<file path="src/rtl/eth_af_pkg.sv">
package eth_af_pkg;
  typedef enum logic [2:0] {
    RSN_NONE    = 3'd0,
    RSN_EXACT   = 3'd1,
    RSN_UHASH   = 3'd2,
    RSN_MHASH   = 3'd3,
    RSN_BCAST   = 3'd4,
    RSN_PROMISC = 3'd5
  } reason_e;

  localparam logic [31:0] ETH_CRC_POLY = 32'h04C11DB7;
endpackage

</file>
<file path="src/rtl/eth_af_crc.sv">
module eth_af_crc #(
  parameter logic [31:0] POLY = eth_af_pkg::ETH_CRC_POLY
) (
  input  logic        clk_i,
  input  logic        rst_ni,
  input  logic        clear_i,
  input  logic        en_i,
  input  logic [7:0]  byte_i,
  output logic [31:0] crc_nxt_o
);
  logic [31:0] crc_q;
  logic [31:0] c;
  logic        fb;

  // LSB-first serial update, unrolled over one byte
  always_comb begin
    c  = clear_i ? '1 : crc_q;
    fb = 1'b0;
    for (int i = 0; i < 8; i++) begin
      fb = c[31] ^ byte_i[i];
      c  = {c[30:0], 1'b0} ^ (fb ? POLY : 32'h0);
    end
    crc_nxt_o = c;
  end

  always_ff @(posedge clk_i or negedge rst_ni) begin
    if (!rst_ni)   crc_q <= '1;
    else if (en_i) crc_q <= c;
  end
endmodule

</file>
<file path="src/rtl/eth_af_decide.sv">
module eth_af_decide
  import eth_af_pkg::*;
#(
  parameter int ADDR_W    = 48,
  parameter int HASH_BITS = 6,
  localparam int BINS     = 1 << HASH_BITS
) (
  input  logic [ADDR_W-1:0]    da_i,
  input  logic [HASH_BITS-1:0] bin_i,
  input  logic [ADDR_W-1:0]    station_i,
  input  logic [BINS-1:0]      ind_hash_i,
  input  logic [BINS-1:0]      grp_hash_i,
  input  logic                 bcast_rej_i,
  input  logic                 promisc_i,
  output logic                 accept_o,
  output reason_e              reason_o
);
  logic is_grp, is_bcast;

  assign is_grp   = da_i[0];
  assign is_bcast = &da_i;

  // priority: promiscuous, broadcast, group hash, exact, individual hash
  always_comb begin
    accept_o = 1'b0;
    reason_o = RSN_NONE;
    if (promisc_i) begin
      accept_o = 1'b1;
      reason_o = RSN_PROMISC;
    end else if (is_bcast) begin
      accept_o = !bcast_rej_i;
      reason_o = bcast_rej_i ? RSN_NONE : RSN_BCAST;
    end else if (is_grp) begin
      if (grp_hash_i[bin_i]) begin
        accept_o = 1'b1;
        reason_o = RSN_MHASH;
      end
    end else if (da_i == station_i) begin
      accept_o = 1'b1;
      reason_o = RSN_EXACT;
    end else if (ind_hash_i[bin_i]) begin
      accept_o = 1'b1;
      reason_o = RSN_UHASH;
    end
  end
endmodule

</file>
<file path="src/rtl/eth_rx_addr_filter.sv">
module eth_rx_addr_filter
  import eth_af_pkg::*;
#(
  parameter int ADDR_BYTES = 6,
  parameter int HASH_BITS  = 6,
  localparam int ADDR_W    = 8 * ADDR_BYTES,
  localparam int BINS      = 1 << HASH_BITS,
  localparam int CNT_W     = $clog2(ADDR_BYTES)
) (
  input  logic              clk_i,
  input  logic              rst_ni,
  input  logic              byte_valid_i,
  input  logic              sof_i,
  input  logic              eof_i,
  input  logic [7:0]        byte_i,
  input  logic [ADDR_W-1:0] station_addr_i,
  input  logic [BINS-1:0]   ind_hash_i,
  input  logic [BINS-1:0]   grp_hash_i,
  input  logic              bcast_reject_i,
  input  logic              promisc_i,
  output logic              dec_valid_o,
  output logic              dec_accept_o,
  output logic [2:0]        dec_reason_o
);
  logic              active_q;
  logic [CNT_W-1:0]  cnt_q, cur_cnt;
  logic [ADDR_W-1:0] da_q, da_nxt;
  logic [ADDR_W-1:0] station_q, station_eff;
  logic [BINS-1:0]   ind_q, ind_eff, grp_q, grp_eff;
  logic              bcrej_q, bcrej_eff, prom_q, prom_eff;
  logic              start, take, last, short_frame;
  logic [31:0]       crc_nxt;
  logic              acc;
  reason_e           rsn;

  assign start       = sof_i & byte_valid_i;
  assign take        = byte_valid_i & (start | active_q);
  assign cur_cnt     = start ? '0 : cnt_q;
  assign last        = take & (cur_cnt == CNT_W'(ADDR_BYTES - 1));
  assign short_frame = eof_i & (active_q | start) & ~last;

  // config in effect: live on the first byte, latched afterwards
  assign station_eff = start ? station_addr_i : station_q;
  assign ind_eff     = start ? ind_hash_i     : ind_q;
  assign grp_eff     = start ? grp_hash_i     : grp_q;
  assign bcrej_eff   = start ? bcast_reject_i : bcrej_q;
  assign prom_eff    = start ? promisc_i      : prom_q;

  always_comb begin
    da_nxt = start ? '0 : da_q;
    if (take) da_nxt[{cur_cnt, 3'b000} +: 8] = byte_i;
  end

  eth_af_crc u_crc (
    .clk_i     (clk_i),
    .rst_ni    (rst_ni),
    .clear_i   (start),
    .en_i      (take),
    .byte_i    (byte_i),
    .crc_nxt_o (crc_nxt)
  );

  eth_af_decide #(
    .ADDR_W    (ADDR_W),
    .HASH_BITS (HASH_BITS)
  ) u_decide (
    .da_i        (da_nxt),
    .bin_i       (crc_nxt[31 -: HASH_BITS]),
    .station_i   (station_eff),
    .ind_hash_i  (ind_eff),
    .grp_hash_i  (grp_eff),
    .bcast_rej_i (bcrej_eff),
    .promisc_i   (prom_eff),
    .accept_o    (acc),
    .reason_o    (rsn)
  );

  always_ff @(posedge clk_i or negedge rst_ni) begin
    if (!rst_ni) begin
      active_q     <= 1'b0;
      cnt_q        <= '0;
      da_q         <= '0;
      station_q    <= '0;
      ind_q        <= '0;
      grp_q        <= '0;
      bcrej_q      <= 1'b0;
      prom_q       <= 1'b0;
      dec_valid_o  <= 1'b0;
      dec_accept_o <= 1'b0;
      dec_reason_o <= RSN_NONE;
    end else begin
      if (last || short_frame) begin
        active_q <= 1'b0;
        cnt_q    <= '0;
      end else if (take) begin
        active_q <= 1'b1;
        cnt_q    <= cur_cnt + 1'b1;
      end
      if (take) da_q <= da_nxt;
      if (start) begin
        station_q <= station_addr_i;
        ind_q     <= ind_hash_i;
        grp_q     <= grp_hash_i;
        bcrej_q   <= bcast_reject_i;
        prom_q    <= promisc_i;
      end
      dec_valid_o  <= last | short_frame;
      dec_accept_o <= last & acc;
      dec_reason_o <= last ? rsn : RSN_NONE;
    end
  end


  cnt_bound_chk: assert property (@(posedge clk_i) disable iff (!rst_ni)
    cnt_q < CNT_W'(ADDR_BYTES));


  promisc_accept_chk: assert property (@(posedge clk_i) disable iff (!rst_ni)
    (last && prom_eff) |=> (dec_accept_o && dec_reason_o == RSN_PROMISC));


  short_reject_chk: assert property (@(posedge clk_i) disable iff (!rst_ni)
    short_frame |=> (dec_valid_o && !dec_accept_o && dec_reason_o == RSN_NONE));


  accept_reason_chk: assert property (@(posedge clk_i) disable iff (!rst_ni)
    dec_valid_o |-> (dec_accept_o == (dec_reason_o != RSN_NONE)));


  exact_hit_chk: assert property (@(posedge clk_i) disable iff (!rst_ni)
    (last && !prom_eff && !da_nxt[0] && da_nxt == station_eff)
      |=> (dec_accept_o && dec_reason_o == RSN_EXACT));
endmodule

</file>
<file path="config.mk">
export PLATFORM = sky130hd
export DESIGN_NAME = eth_rx_addr_filter
export DESIGN_NICKNAME = d
export VERILOG_FILES = /design/src/rtl/eth_af_pkg.sv /design/src/rtl/eth_af_crc.sv /design/src/rtl/eth_af_decide.sv /design/src/rtl/eth_rx_addr_filter.sv
export SDC_FILE = /design/constraint.sdc
export NUM_CORES = 1
export LEC_CHECK = 0
export ABC_AREA = 1
export BUFFER_PORTS_ARGS = -buffer_cell sky130_fd_sc_hd__buf_2
export CORE_MARGIN = 2
export CORE_UTILIZATION = 63
export CTS_BUF_LIST = sky130_fd_sc_hd__clkbuf_16
export DETAILED_ROUTE_END_ITERATION = 16
export PLACE_DENSITY_LB_ADDON = 0.15
export SLEW_MARGIN = 20
export SYNTH_ARGS = -nofsm -noshare
export SYNTH_HDL_FRONTEND = slang
export SYNTH_SLANG_ARGS = --single-unit
</file>
<file path="constraint.sdc">
create_clock -name clk_i -period 5.2 [get_ports clk_i]
set_clock_uncertainty 0.15 [all_clocks]
set_input_delay 0.52 -clock clk_i [delete_from_list [all_inputs] [get_ports clk_i]]
set_output_delay 0.52 -clock clk_i [all_outputs]
set_load 0.1 [all_outputs]
</file>
==> out/results.md <==
| Metric | This run | Unit |
|---|---|---|
| Mean Syn Cell Area | 8.12 | sq um |
| Portion of the clock cycle consumed by the worst path in the final layout | 77.4 | % |
| Internal reg-to-reg setup slack | 1.39 | ns |
| Setup_tns | 0 | ns |
| Origin of the worst min-delay path | ind_hash_i[9] | - |
| Total power per unit cell area | 517 | mW/mm^2 |
| Type of the worst setup path | in -> reg | - |
| CTS tree | done | - |
| Sequential fraction of the synthesis area | 45.1 | % |
| Area of the placeable core | 0.0233 | sq mm |
| Number of search-and-repair iterations in the first detailed-routing pass | 6 | - |
| Critical Path AT | 4.30 | ns |
| Largest net degree at the start of global routing | 119 | - |
| Netlist Area Pre-Place | 0.0149 | sq mm |
| Final Total Pwr | 8.68 | mW |
| Master of the slowest instance on the critical path | nor4_1 | - |
| Antenna-violating nets left | 0 | - |
| Antenna violations before repair | 6 | - |
| Nets in the synthesized netlist | 2031 | - |
| Final cell count without fillers | 2332 | - |
| Final hold viol count | 0 | - |
| Startpoint type of the worst setup path | primary input | - |
| Wire length of the first global-routing pass | 64500 | um |
| Maximum fanout count along the critical path | 69 | - |
| Top_reg_cell synth | dfrtp_1 | - |
| Status | complete, no violations | - |
| Clock slew seen by the registers of the worst setup and hold paths | 0.06 | ns |
| Cts-stage hold buffer count | 1 | - |
| Crit path launch | sof_i | - |
| Total routed wirelength | 39900 | um |
| Num CTS Buffers | 29 | - |
| Instance count of the mapped netlist | 1835 | - |
| Slew at the pin closest to its max-slew limit | 1.06 | ns |
| Dominant cell type by count on the critical path | nand2_1 | - |
| Post-route DRC violation count | 0 | - |
| Time the final worst path needs with I/O delays and setup | 4.02 | ns |
| Area added between synthesis and finish | 12.8 | % |
| Routability congestion estimate | 0.897 | - |
| Count of different cell masters after synthesis | 49 | - |
| Post-detailed-route via-to-cell ratio | 5.53 | - |
| CP required | 5.47 | ns |
| Ratio of cells with drive above 1 in the final layout | 26.2 | % |
| Overall Global Routing Usage | 32.6 | % |
| Maximum cell stage delay along the critical path | 0.38 | ns |
| Total Die Area | 0.0249 | sq mm |
| Final Slew Violations | 0 | - |
| Rows | 56 | - |
| Die width | 158 | um |
| Number of inserted filler cells in the final layout | 1889 | - |
| RSZ-0062 raised after global routing | no | - |
| Starting density of the core | 63.8 | % |
| Number of buffers added for setup after CTS | 0 | - |
| VDD IR max | 0.339 | mV |
| Total congestion overflow after global routing | 0 | - |
| Number of clock sinks seen by CTS | 267 | - |
| Synth Register Bits | 267 | - |
| Worst setup EP type | register | - |
| HPWL after detailed placement | 27500 | um |
| Post-Place Cells | 2277 | - |
| Number of synthesized flops with an enable pin | 0 | - |
| Count of nets after finishing | 2186 | - |
| Die Y | 158 | um |
| Chain of cells forming the critical path | buf_2 > nand2_8 > inv_4 > nor2_1 > inv_1 > ha_1 > ha_1 > nand2_1 > nor2_8 > nand2_4 > o21ai_1 > nand2_1 > nor2_1 > nand3_1 > nor4_1 > nand2_1 > nor3_1 > nand3b_1 > a21oi_2 | - |
| Static leakage | 8.36 | nW |
| Port Buffer Count | 195 | - |
| Reg-to-reg startpoint | cnt_q[1] | - |
| CTS H-tree lvls | 1 | - |
| Iteration-0 DRC count of the detailed router | 1036 | - |
| Worst slew margin | 29.1 | % |
| Timing-limited maximum frequency | 0.248 | GHz |
| Wire length per cell after detailed routing | 17.1 | um |
| Clock Latency Late Sink | 0.55 | ns |
| Max-cap viol count | 0 | - |
| Io pins | 196 | - |
| Setup-failing EPs final | 0 | - |
| Class of the tightest hold or removal check | in -> reg | - |
| Vias | 12900 | - |
| Root Buffer | clkbuf_16 | - |
| Via count of the first global-routing pass | 12800 | - |
| Number of gates resized after CTS | 0 | - |
| Max Root-Sink Buffers | 3 | - |
| Total number of yosys warnings | 0 | - |
| Fraction of synthesis flops using an asynchronous set or reset pin | 100 | % |
## routing by layer
metal	vias up	global-route usage, %	part of all wire, %	wire, um
li1	6170	-	-	-
met1	6072	43.3	41	16500
met2	518	53.2	47	18900
met3	117	5.45	7.3	2920
met4	8	13.6	4.0	1580
met5	-	0	0.14	57
## synth_stat cells (2+ instances only)
cell | n | area share [%]
nand2_1 | 332 | 8.4
o22ai_1 | 2 | 0.084
xnor2_1 | 21 | 1.2
mux2i_1 | 21 | 1.4
o21ai_2 | 7 | 0.41
inv_1 | 235 | 5.9
o21ai_1 | 6 | 0.20
nand3b_1 | 3 | 0.15
o21ai_0 | 182 | 6.1
buf_1 | 2 | 0.050
xor2_4 | 2 | 0.37
nor4_1 | 9 | 0.38
buf_2 | 33 | 1.1
nand4_1 | 11 | 0.46
nor2_4 | 5 | 0.38
ha_1 | 5 | 0.42
buf_6 | 10 | 0.76
nand2_4 | 11 | 0.83
buf_4 | 7 | 0.35
xor2_1 | 51 | 3.0
nand3_2 | 9 | 0.60
a21oi_1 | 23 | 0.77
nand3_1 | 250 | 8.4
dfrtp_1 | 235 | 39
nand2_2 | 16 | 0.67
clkbuf_1 | 33 | 0.83
inv_4 | 2 | 0.084
nor2_1 | 52 | 1.3
inv_2 | 15 | 0.38
dfstp_2 | 32 | 5.6
clkbuf_2 | 2 | 0.067
nor3_2 | 3 | 0.20
o21a_1 | 3 | 0.15
or2_2 | 170 | 7.1
nor3_1 | 3 | 0.10
o211ai_1 | 19 | 0.96
## logic make-up (layout without fill, tap and decap cells)
| group | count (synthesis) | after routing | synth area share (%) |
|---|---|---|---|
| other cells | 0 | 2 | 0 |
| fa+ha+maj | 5 | 5 | 0.420 |
| flops | 267 | 267 | 45.1 |
| mux | 21 | 21 | 1.41 |
| xor+xnor | 76 | 76 | 4.82 |
| compound gates | 246 | 246 | 9.01 |
| simple gates | 880 | 880 | 29.5 |
| buf+inv | 340 | 516 | 9.69 |
## where the power goes
part,switching [mW],internal (mW),total (mW)
Sequential,0.161,2.56,2.72
Clock,0.822,1.05,1.87
Combinational,2.68,1.40,4.08
Total,3.67,5.01,8.68
## state kept, by name (all words and copies together), names as in the netlist
name and count:
u_crc.crc_q 32, da_q 48, ind_q 64, station_q 48, cnt_q 3, dec_reason_o 3
dec_accept_o 1, prom_q 1, active_q 1, dec_valid_o 1, grp_q 64, bcrej_q 1
## stage by stage
step	utilization (%)	worst slack, ns	cell area, sq um	hold slack (ns)
floorplan	-	1.15	14900	0.0744
global placement	68.3	0.817	15900	0.306
detailed placement	68.3	0.710	15900	0.309
CTS	71.9	1.24	16800	0.0426
global route	72.0	0.845	16800	0.0742
finish	72.0	1.18	16800	0.0570
## layout make-up
| type | instances | area (sq um) | share of cell area (%) |
|---|---|---|---|
| Multi-Input combinational cell | 1228 | 6740 | 40.1 |
| Sequential cell | 267 | 6720 | 40.0 |
| Timing Repair Buffer | 212 | 1130 | 6.72 |
| Inverter | 252 | 953 | 5.68 |
| Clock buffer | 29 | 726 | 4.32 |
| Tap cell | 319 | 399 | 2.38 |
| Clock inverter | 23 | 121 | 0.723 |
| Antenna cell | 2 | 5.00 | 0.0298 |
## worst max-delay path: cells and delay by family
kind                     cells  cell delay [ns]
AND/OR/NAND/NOR             12             2.40
adder cells (fa/ha/maj)      2             0.59
buffers and inverters        3             0.40
AO/OA/AOI/OAI                2             0.38
## worst paths after layout
path                                    to  cells past startpoint
setup reg to reg           dec_reason_o[1]                     17
hold / removal                    ind_q[9]                      3
hold reg to reg             u_crc.crc_q[2]                      2
max in group asynchronous        ind_q[36]                      3
setup / recovery           dec_reason_o[1]                     19
min in group asynchronous    station_q[35]                      2
## cells in the final DEF (no fill, tap or decap), types with 16 or more instances in the layout
cell,n
clkbuf_16,29
mux2i_1,21
dfrtp_1,235
xor2_1,51
inv_1,245
a21oi_1,23
nor2_1,52
o211ai_1,19
buf_2,194
or2_2,170
xnor2_1,21
nand3_1,250
nand2_2,16
dfstp_2,32
nand2_1,332
o21ai_0,182
No activity file was read; power rests on OpenSTA's default activity.
